==> config.mk <==
export PLATFORM = sky130hd
export DESIGN_NAME = mux_bus_seq
export DESIGN_NICKNAME = d
export VERILOG_FILES = /design/src/rtl/mbs_pkg.sv /design/src/rtl/mbs_slot_fsm.sv /design/src/rtl/mbs_req_latch.sv /design/src/rtl/mbs_pin_drv.sv /design/src/rtl/mux_bus_seq.sv
export SDC_FILE = /design/constraint.sdc
export NUM_CORES = 1
export LEC_CHECK = 0
export ABC_AREA = 1
export ABC_CLOCK_PERIOD_IN_PS = 1420
export BUFFER_PORTS_ARGS = -buffer_cell sky130_fd_sc_hd__buf_2
export CORE_AREA = 2 2 81 83
export CTS_CLUSTER_SIZE = 30
export DETAILED_ROUTE_END_ITERATION = 8
export DIE_AREA = 0 0 83 85
export GPL_TIMING_DRIVEN = 0
export PLACE_DENSITY = 0.75
export SYNTH_ARGS = -nofsm -noshare
export SYNTH_HDL_FRONTEND = slang
export SYNTH_SLANG_ARGS = --single-unit
==> constraint.sdc <==
create_clock -name clk -period 1.42 [get_ports clk]
set_input_delay 0.284 -clock clk [delete_from_list [all_inputs] [get_ports clk]]
set_output_delay 0.284 -clock clk [all_outputs]
set_load 0.05 [all_outputs]
==> src/rtl/mbs_pkg.sv <==
package mbs_pkg;

  typedef enum logic [2:0] {
    S_IDLE = 3'd0,
    S_T1   = 3'd1,
    S_T2   = 3'd2,
    S_T3   = 3'd3,
    S_TW   = 3'd4,
    S_T4   = 3'd5
  } bus_slot_e;

  // Slot that follows the current one at the end of its second clock.
  function automatic bus_slot_e next_slot(bus_slot_e s, logic stretch);
    bus_slot_e n;
    unique case (s)
      S_T1:        n = S_T2;
      S_T2:        n = S_T3;
      S_T3, S_TW:  n = stretch ? S_TW : S_T4;
      default:     n = S_IDLE;
    endcase
    return n;
  endfunction

  // Edges where the ready input is sampled: middle of T2 and of each wait.
  function automatic logic is_ready_sample(bus_slot_e s, logic ph);
    return (s == S_T2 || s == S_TW) && !ph;
  endfunction

  // Slots where the requester's strobe (read or write) is active.
  function automatic logic in_strobe_window(bus_slot_e s);
    return s == S_T2 || s == S_T3 || s == S_TW;
  endfunction

  // Slots where the space strobe is active.
  function automatic logic in_space_window(bus_slot_e s);
    return s == S_T2 || s == S_T3 || s == S_TW || s == S_T4;
  endfunction

endpackage

==> src/rtl/mbs_slot_fsm.sv <==
module mbs_slot_fsm
  import mbs_pkg::*;
(
  input  logic      clk,
  input  logic      rst_n,
  input  logic      start,
  input  logic      bus_ready,
  output bus_slot_e slot,
  output logic      ph,
  output logic      ev_enter_t4,
  output logic      ev_done
);

  logic stretch;

  always_ff @(posedge clk or negedge rst_n) begin
    if (!rst_n) begin
      slot    <= S_IDLE;
      ph      <= 1'b0;
      stretch <= 1'b0;
    end else if (slot == S_IDLE) begin
      ph      <= 1'b0;
      stretch <= 1'b0;
      if (start) slot <= S_T1;
    end else begin
      ph <= ~ph;
      if (is_ready_sample(slot, ph)) stretch <= ~bus_ready;
      if (ph) slot <= next_slot(slot, stretch);
    end
  end

  assign ev_enter_t4 = ph && (slot == S_T3 || slot == S_TW) && !stretch;
  assign ev_done     = ph && (slot == S_T4);

endmodule

==> src/rtl/mbs_req_latch.sv <==
module mbs_req_latch #(
  parameter int AD_W = 16
) (
  input  logic            clk,
  input  logic            rst_n,
  input  logic            load,
  input  logic            capture,
  input  logic            req_write,
  input  logic            req_io,
  input  logic [AD_W-1:0] req_addr,
  input  logic [AD_W-1:0] req_wdata,
  input  logic [AD_W-1:0] bus_ad_in,
  output logic            lat_write,
  output logic            lat_io,
  output logic [AD_W-1:0] lat_addr,
  output logic [AD_W-1:0] lat_wdata,
  output logic [AD_W-1:0] rdata
);

  always_ff @(posedge clk or negedge rst_n) begin
    if (!rst_n) begin
      lat_write <= 1'b0;
      lat_io    <= 1'b0;
      lat_addr  <= '0;
      lat_wdata <= '0;
      rdata     <= '0;
    end else begin
      if (load) begin
        lat_write <= req_write;
        lat_io    <= req_io;
        lat_addr  <= req_addr;
        lat_wdata <= req_wdata;
      end
      if (capture && !lat_write) rdata <= bus_ad_in;
    end
  end

endmodule

==> src/rtl/mbs_pin_drv.sv <==
module mbs_pin_drv
  import mbs_pkg::*;
#(
  parameter int AD_W = 16
) (
  input  bus_slot_e       slot,
  input  logic            ph,
  input  logic            lat_write,
  input  logic            lat_io,
  input  logic [AD_W-1:0] lat_addr,
  input  logic [AD_W-1:0] lat_wdata,
  output logic            bus_cs_n,
  output logic            bus_ale,
  output logic            bus_rd_n,
  output logic            bus_wr_n,
  output logic            bus_mreq_n,
  output logic            bus_iorq_n,
  output logic [AD_W-1:0] bus_ad_out,
  output logic            bus_ad_oe
);

  logic addr_phase, strobe_win, space_win, data_phase;

  always_comb begin
    addr_phase = (slot == S_T1);
    strobe_win = in_strobe_window(slot);
    space_win  = in_space_window(slot);
    data_phase = lat_write && space_win;

    bus_cs_n   = (slot == S_IDLE);
    bus_ale    = addr_phase && !ph;
    bus_rd_n   = !(strobe_win && !lat_write);
    bus_wr_n   = !(strobe_win && lat_write);
    bus_mreq_n = !(space_win && !lat_io);
    bus_iorq_n = !(space_win && lat_io);
    bus_ad_oe  = addr_phase || data_phase;
    if (addr_phase)      bus_ad_out = lat_addr;
    else if (data_phase) bus_ad_out = lat_wdata;
    else                 bus_ad_out = '0;
  end

endmodule

==> src/rtl/mux_bus_seq.sv <==
module mux_bus_seq
  import mbs_pkg::*;
#(
  parameter int AD_W = 16
) (
  input  logic            clk,
  input  logic            rst_n,
  input  logic            req_valid,
  input  logic            req_write,
  input  logic            req_io,
  input  logic [AD_W-1:0] req_addr,
  input  logic [AD_W-1:0] req_wdata,
  output logic            req_ready,
  output logic            rsp_done,
  output logic [AD_W-1:0] rsp_rdata,
  output logic            bus_cs_n,
  output logic            bus_ale,
  output logic            bus_rd_n,
  output logic            bus_wr_n,
  output logic            bus_mreq_n,
  output logic            bus_iorq_n,
  output logic [AD_W-1:0] bus_ad_out,
  output logic            bus_ad_oe,
  input  logic [AD_W-1:0] bus_ad_in,
  input  logic            bus_ready
);

  bus_slot_e       slot;
  logic            ph;
  logic            ev_accept, ev_enter_t4, ev_done;
  logic            lat_write, lat_io;
  logic [AD_W-1:0] lat_addr, lat_wdata;

  assign req_ready = (slot == S_IDLE);
  assign ev_accept = req_ready && req_valid;
  assign rsp_done  = ev_done;

  mbs_slot_fsm u_fsm (
    .clk         (clk),
    .rst_n       (rst_n),
    .start       (ev_accept),
    .bus_ready   (bus_ready),
    .slot        (slot),
    .ph          (ph),
    .ev_enter_t4 (ev_enter_t4),
    .ev_done     (ev_done)
  );

  mbs_req_latch #(.AD_W(AD_W)) u_latch (
    .clk       (clk),
    .rst_n     (rst_n),
    .load      (ev_accept),
    .capture   (ev_enter_t4),
    .req_write (req_write),
    .req_io    (req_io),
    .req_addr  (req_addr),
    .req_wdata (req_wdata),
    .bus_ad_in (bus_ad_in),
    .lat_write (lat_write),
    .lat_io    (lat_io),
    .lat_addr  (lat_addr),
    .lat_wdata (lat_wdata),
    .rdata     (rsp_rdata)
  );

  mbs_pin_drv #(.AD_W(AD_W)) u_pins (
    .slot       (slot),
    .ph         (ph),
    .lat_write  (lat_write),
    .lat_io     (lat_io),
    .lat_addr   (lat_addr),
    .lat_wdata  (lat_wdata),
    .bus_cs_n   (bus_cs_n),
    .bus_ale    (bus_ale),
    .bus_rd_n   (bus_rd_n),
    .bus_wr_n   (bus_wr_n),
    .bus_mreq_n (bus_mreq_n),
    .bus_iorq_n (bus_iorq_n),
    .bus_ad_out (bus_ad_out),
    .bus_ad_oe  (bus_ad_oe)
  );

endmodule

# After elaboration in Yosys (flattened, before gate mapping)

Cells that the tools add are included.

Register bits: 55
Bits in latches: 0
Memory bits (writable): 0
ROM bits: 0
Input bits: 54
Output and inout port bits: 41
Memories: 0

$add $sub $neg: 0
Multipliers: 0
Div/mod/pow operators: 0
Order comparisons: 0
Equality and inequality tests: 6
Shifts and indexed selects: 0
Mux-type cells: 10
Bitwise gates (word level): 2
Reduce and logical (&&, ||, !) cells: 31

Operator list:

| operator                                                               | number |
|---|---|
| 16-bit 2-to-1 mux                                                      | 2 |
| 1-bit logical AND                                                      | 12 |
| 3-bit 2-to-1 mux                                                       | 3 |
| 3-bit case mux with 3 select lines                                     | 1 |
| 1-bit zero test                                                        | 8 |
| 3-bit by 2-bit equality test with 1-bit output (second input constant) | 2 |
| 3-bit equality test (second input constant)                            | 2 |
| 1-bit logical OR                                                       | 6 |
| 1-bit 2-to-1 mux                                                       | 4 |
| 2-bit nonzero test                                                     | 2 |
| 3-bit by 1-bit equality test with 1-bit output (second input constant) | 1 |
| 3-bit zero test                                                        | 1 |
| 2-bit by 1-bit != test with 1-bit output (second input constant)       | 1 |
| 1-bit NOT                                                              | 2 |
| 2-bit AND reduction                                                    | 1 |
| 2-bit OR reduction                                                     | 1 |

# Longest topological paths before layout

Depth in word-level cells: 7
Depth in mapped cells: 8
Gate-level depth less buffers: 7

# Hierarchy

Synthesis repeated with hierarchy kept, for this count alone.

Cells, all modules: 331
Area, all modules: 2663.8 µm²

Modules (own cells, without submodules):

| module        | times used | cells each | area each (µm²) |
|---|---|---|---|
| mbs_req_latch | 1          | 212        | 1961.9 |
| mbs_pin_drv   | 1          | 70         | 387.9 |
| mbs_slot_fsm  | 1          | 43         | 289.0 |
| mux_bus_seq   | 1          | 6          | 25.0 |

# Worst setup path after synthesis

Ideal clock, no wire load.

Path type: reg-to-output
From: reg u_fsm.slot[2]
To: out bus_ale
Arrival: 1.517 ns
Slack: -0.381 ns
Cell stages (with the launch flop): 5
Buffers on the path: 1
Cell sequence: dfrtp_1 > buf_4 > nor3_4 > inv_1 > nor2_1

Longest elaborated chain between the ends: 2

Ends and longest elaborated chain:

| what                                           | RTL line           | source |
|---|---|---|
| from (decl)                                    | mbs_slot_fsm.sv:8  | `output bus_slot_e slot,` |
| from (signal assigned)                         | mbs_slot_fsm.sv:28 | `if (ph) slot <= next_slot(slot, stretch);` |
| 3-bit by 1-bit equality test with 1-bit output | mbs_pin_drv.sv:25  | `addr_phase = (slot == S_T1);` |
| 1-bit logical AND                              | mbs_pin_drv.sv:31  | `bus_ale = addr_phase && !ph;` |
| to (decl)                                      | mux_bus_seq.sv:17  | `output logic bus_ale,` |

No other way between the ends.

# Final worst setup path

From: reg u_fsm.slot[1]
To: out bus_ad_out[8]

Longest elaborated chain between the ends: 7

Ends and longest elaborated chain:

| what                                           | RTL line          | source |
|---|---|---|
| 3-bit by 2-bit equality test with 1-bit output | mbs_pkg.sv:36     | `return s == S_T2 \|\| s == S_T3 \|\| s == S_TW \|\| s == S_T4;` |
| 1-bit logical OR (3 in a row)                  | mbs_pkg.sv:36     |  |
| 1-bit logical AND                              | mbs_pin_drv.sv:28 | `data_phase = lat_write && space_win;` |
| 16-bit 2-to-1 mux                              | mbs_pin_drv.sv:38 | `else if (data_phase) bus_ad_out = lat_wdata;` |
| 16-bit 2-to-1 mux *                            | mbs_pin_drv.sv:37 | `if (addr_phase) bus_ad_out = lat_addr;` |
| to (decl)                                      | mux_bus_seq.sv:22 | `output logic [AD_W-1:0] bus_ad_out,` |

Mark *: on every way between the ends. The rest lies on a longest branch, timed or not.

==> results.sh <==
export IMPL_max_freq_mhz=498
export IMPL_leakagePower_nw=2.27
export IMPL_ys_flop_type="dfrtp_1"
export IMPL_grt_use_total_pct=22.6
export IMPL_maxCapViolCount=0
export IMPL_hp_class="primary input to async pin"
export IMPL_synthCells=327
export IMPL_clkTransAtPathRegs_ps=100
export IMPL_cp_max_fo=6
export IMPL_cpMaxStageDelayCell="dfrtp_2"
export IMPL_synth_edf_count=0
export IMPL_place_congestion=0.809
export IMPL_clock_latency_ps=310
export IMPL_critPathTopFamily="flip-flops"
export IMPL_synthArstFlopShare_pct=100
export IMPL_violations="negative setup slack"
export IMPL_max_stage_delay_ps=510
export IMPL_worst_slack_ps=-588
export IMPL_die_area_um2=7060
export IMPL_clock_sinks=55
export IMPL_dr_first_iter_drc_count=131
export IMPL_synth_seq_cells=55
export IMPL_syn_area_um2=2720
export IMPL_rsz0062_at_grt="yes"
export IMPL_antenna_cells=0
export IMPL_hold_buffers=0
export IMPL_cts_path_max_buffers=2
export IMPL_irDropWorstVdd_mv=1.88
export IMPL_yosysTopAreaCell="dfrtp_1"
export IMPL_dpl_hpwl_mm=4.84
export IMPL_viasPerCell=5.13
export IMPL_drt_total_wl_mm=8.20
export IMPL_worstMarginPinSlew_ps=694
export IMPL_synth_top_area_share_pct=50.6
export IMPL_combPwrFrac_pct=70.3
export IMPL_pin_count=95
export IMPL_dr_pass1_iters=4
export IMPL_dr_wl_met2_mm=4.05
export IMPL_chipWidth_um=83
export IMPL_yosysMostFrequentCell="nand2_1"
export IMPL_cts_tree="built"
export IMPL_fillers=436
export IMPL_power_frac_clock_pct=7.2
export IMPL_swShare_pct=51.3
export IMPL_syn_area_per_cell_um2=8.31
export IMPL_htreeDepth=2
export IMPL_die_height_um=85
export IMPL_synthTopCellsByArea="dfrtp_1, nand2_1, nand3_1"
export IMPL_met3_length_um=402
export IMPL_core_um2=6200
export IMPL_met1_length_mm=3.64
export IMPL_setup_viol_count_final=74
export IMPL_post_route_period_util_pct=141
export IMPL_synth_seq_area_share_pct=50.6
export IMPL_hold_ws_ps=11.7
export IMPL_hold_viol=0
export IMPL_num_nets_final=513
export IMPL_drc=0
export IMPL_stdcell_count=537
export IMPL_p_per_area_nw_per_um2=2900
export IMPL_cts_root_buf="clkbuf_8"
export IMPL_area_delta_synth_final_pct=63.3
export IMPL_max_slew_margin_pct=53.7
export IMPL_placed_area_um2=3410
export IMPL_status="finished, violations left"
export IMPL_cp_data_arrival_time_ps=1720
export IMPL_p_switching_w=0.00660
export IMPL_p_seq_share_pct=22.5
export IMPL_drive_gt1_share_pct=48.7
export IMPL_cp_start_kind="flop"
export IMPL_cts_buffers=5
export IMPL_port_buffers=93
export IMPL_dr_total_vias=2753
export IMPL_slew_viol_final=0
export IMPL_intPower_w=0.00626
export IMPL_path_class="flop to primary output"
export IMPL_antenna_left=0
export IMPL_skew_ps=7.91
export IMPL_wire_per_inst_um=15.3
export IMPL_grt_pass1_wl_mm=13.0
export IMPL_endpoint_kind="primary output"
export IMPL_synth_distinct_cells=23
export IMPL_design_area_um2=4440
export IMPL_crit_required_ps=1140
export IMPL_crit_top_cell="nand2_4"
export IMPL_overflow=0
export IMPL_crit_path_cell_trace="inv_4 > nand2_4 > nand2_4 > nand2_8 > nand2_8 > clkbuf_16 > nand3_4 > nand2_4 > buf_8"
export IMPL_rows=29
export IMPL_antenna_found_initial=0
export IMPL_dr_max_layer_used="met4"
export IMPL_yosysWarnings=0
export IMPL_grt_pass1_vias=2732
export IMPL_ys_top_cells_by_count="nand2_1, dfrtp_1, nand3_1"
export IMPL_grt_max_degree=56
export IMPL_dp_cells=497
export IMPL_start_util_pct=43.8
export IMPL_synth_net_count=381
export IMPL_cp_num_buf_inv=3
export IMPL_period_needed_ps=2010
==> power by group through the flow <==
| stage | registers (W) | logic [W] | clock network, W |
|---|---|---|---|
| after global placement | 0.00275 | 0.00606 | 0 |
| after detailed placement | 0.00279 | 0.00615 | 0 |
| after global routing | 0.00298 | 0.00957 | 0.000990 |
| after floorplan | 0.00349 | 0.00411 | 0 |
| final | 0.00289 | 0.00904 | 0.000922 |
| after CTS | 0.00282 | 0.00822 | 0.000925 |
==> logic make-up (layout without fill, tap and decap cells) <==
kind of cell | count (synthesis) | count (layout) | share of synthesized area, %
AOI/OAI and AO/OA | 5 | 5 | 0.920
buffers and inverters | 29 | 160 | 5.71
DFF | 55 | 55 | 50.6
and+or+nand+nor | 238 | 240 | 42.8
==> what timing repair did <==
action | 4_1_cts | 5_1_grt
gates cloned | 4 | 3
gates resized for setup | 121 | 38
endpoints found under the setup margin | 32 | 79
pin swaps | 19 | 23
buffers inserted | 21 | 7
==> routing by layer <==
layer  vias up  track usage (%)
met4         0             6.71
met2       103             39.7
met5         -                0
met1      1305             29.1
li1       1335                -
met3        10             3.40
==> worst paths after layout <==
| check | from | endpoint | slack [ps] | depth (start not counted) |
|---|---|---|---|---|
| max | u_fsm.slot[1] | bus_ad_out[8] | -590 | 9 |
| min | rst_n | u_latch.rdata[0] | 10 | 1 |
| max reg2reg | u_fsm.slot[1] | u_latch.lat_write | -190 | 10 |
| min reg2reg | u_latch.lat_addr[3] | u_latch.lat_addr[3] | 480 | 2 |
| max in group asynchronous | rst_n | u_fsm.slot[1] | 910 | 1 |
| min in group clk | req_wdata[11] | u_latch.lat_wdata[11] | 190 | 3 |
==> state kept, by name, summed over array words and instances, names as in the netlist <==
name and count:
u_fsm.ph 1, u_fsm.slot 3, u_fsm.stretch 1, u_latch.lat_addr 16, u_latch.lat_io 1, u_latch.lat_wdata 16, u_latch.lat_write 1, u_latch.rdata 16
==> cells in the final DEF (no fill, tap or decap), types with 7 or more instances in the layout <==
cell type	count
nand3_1	37
nand3_4	10
buf_6	13
buf_2	71
buf_8	26
nand2_4	23
nand3_2	7
nand2_1	113
buf_4	20
nand4_1	17
dfrtp_1	53
nand2_2	13
==> through the flow <==
step | total power (W) | setup slack [ps] | utilization (%) | setup TNS, ps
floorplan | 0.00760 | -170 | - | -1810
global placement | 0.00881 | -475 | 55.0 | -8160
detailed placement | 0.00894 | -487 | 55.0 | -8510
CTS | 0.0120 | -553 | 67.4 | -15540
global route | 0.0135 | -647 | 71.6 | -23620
finish | 0.0129 | -588 | 71.6 | -18460
==> final cells by class <==
cell class | instances | area [um2] | share of cell area [%]
Inverter | 9 | 43.8 | 0.986
Clock inverter | 1 | 8.76 | 0.197
Timing Repair Buffer | 124 | 1070 | 24.1
Clock buffer | 7 | 86.3 | 1.94
Buffer | 19 | 171 | 3.86
Tap cell | 77 | 96.3 | 2.17
Sequential cell | 55 | 1380 | 31.1
Multi-Input combinational cell | 245 | 1580 | 35.7
No activity file was read; power rests on OpenSTA's default activity.
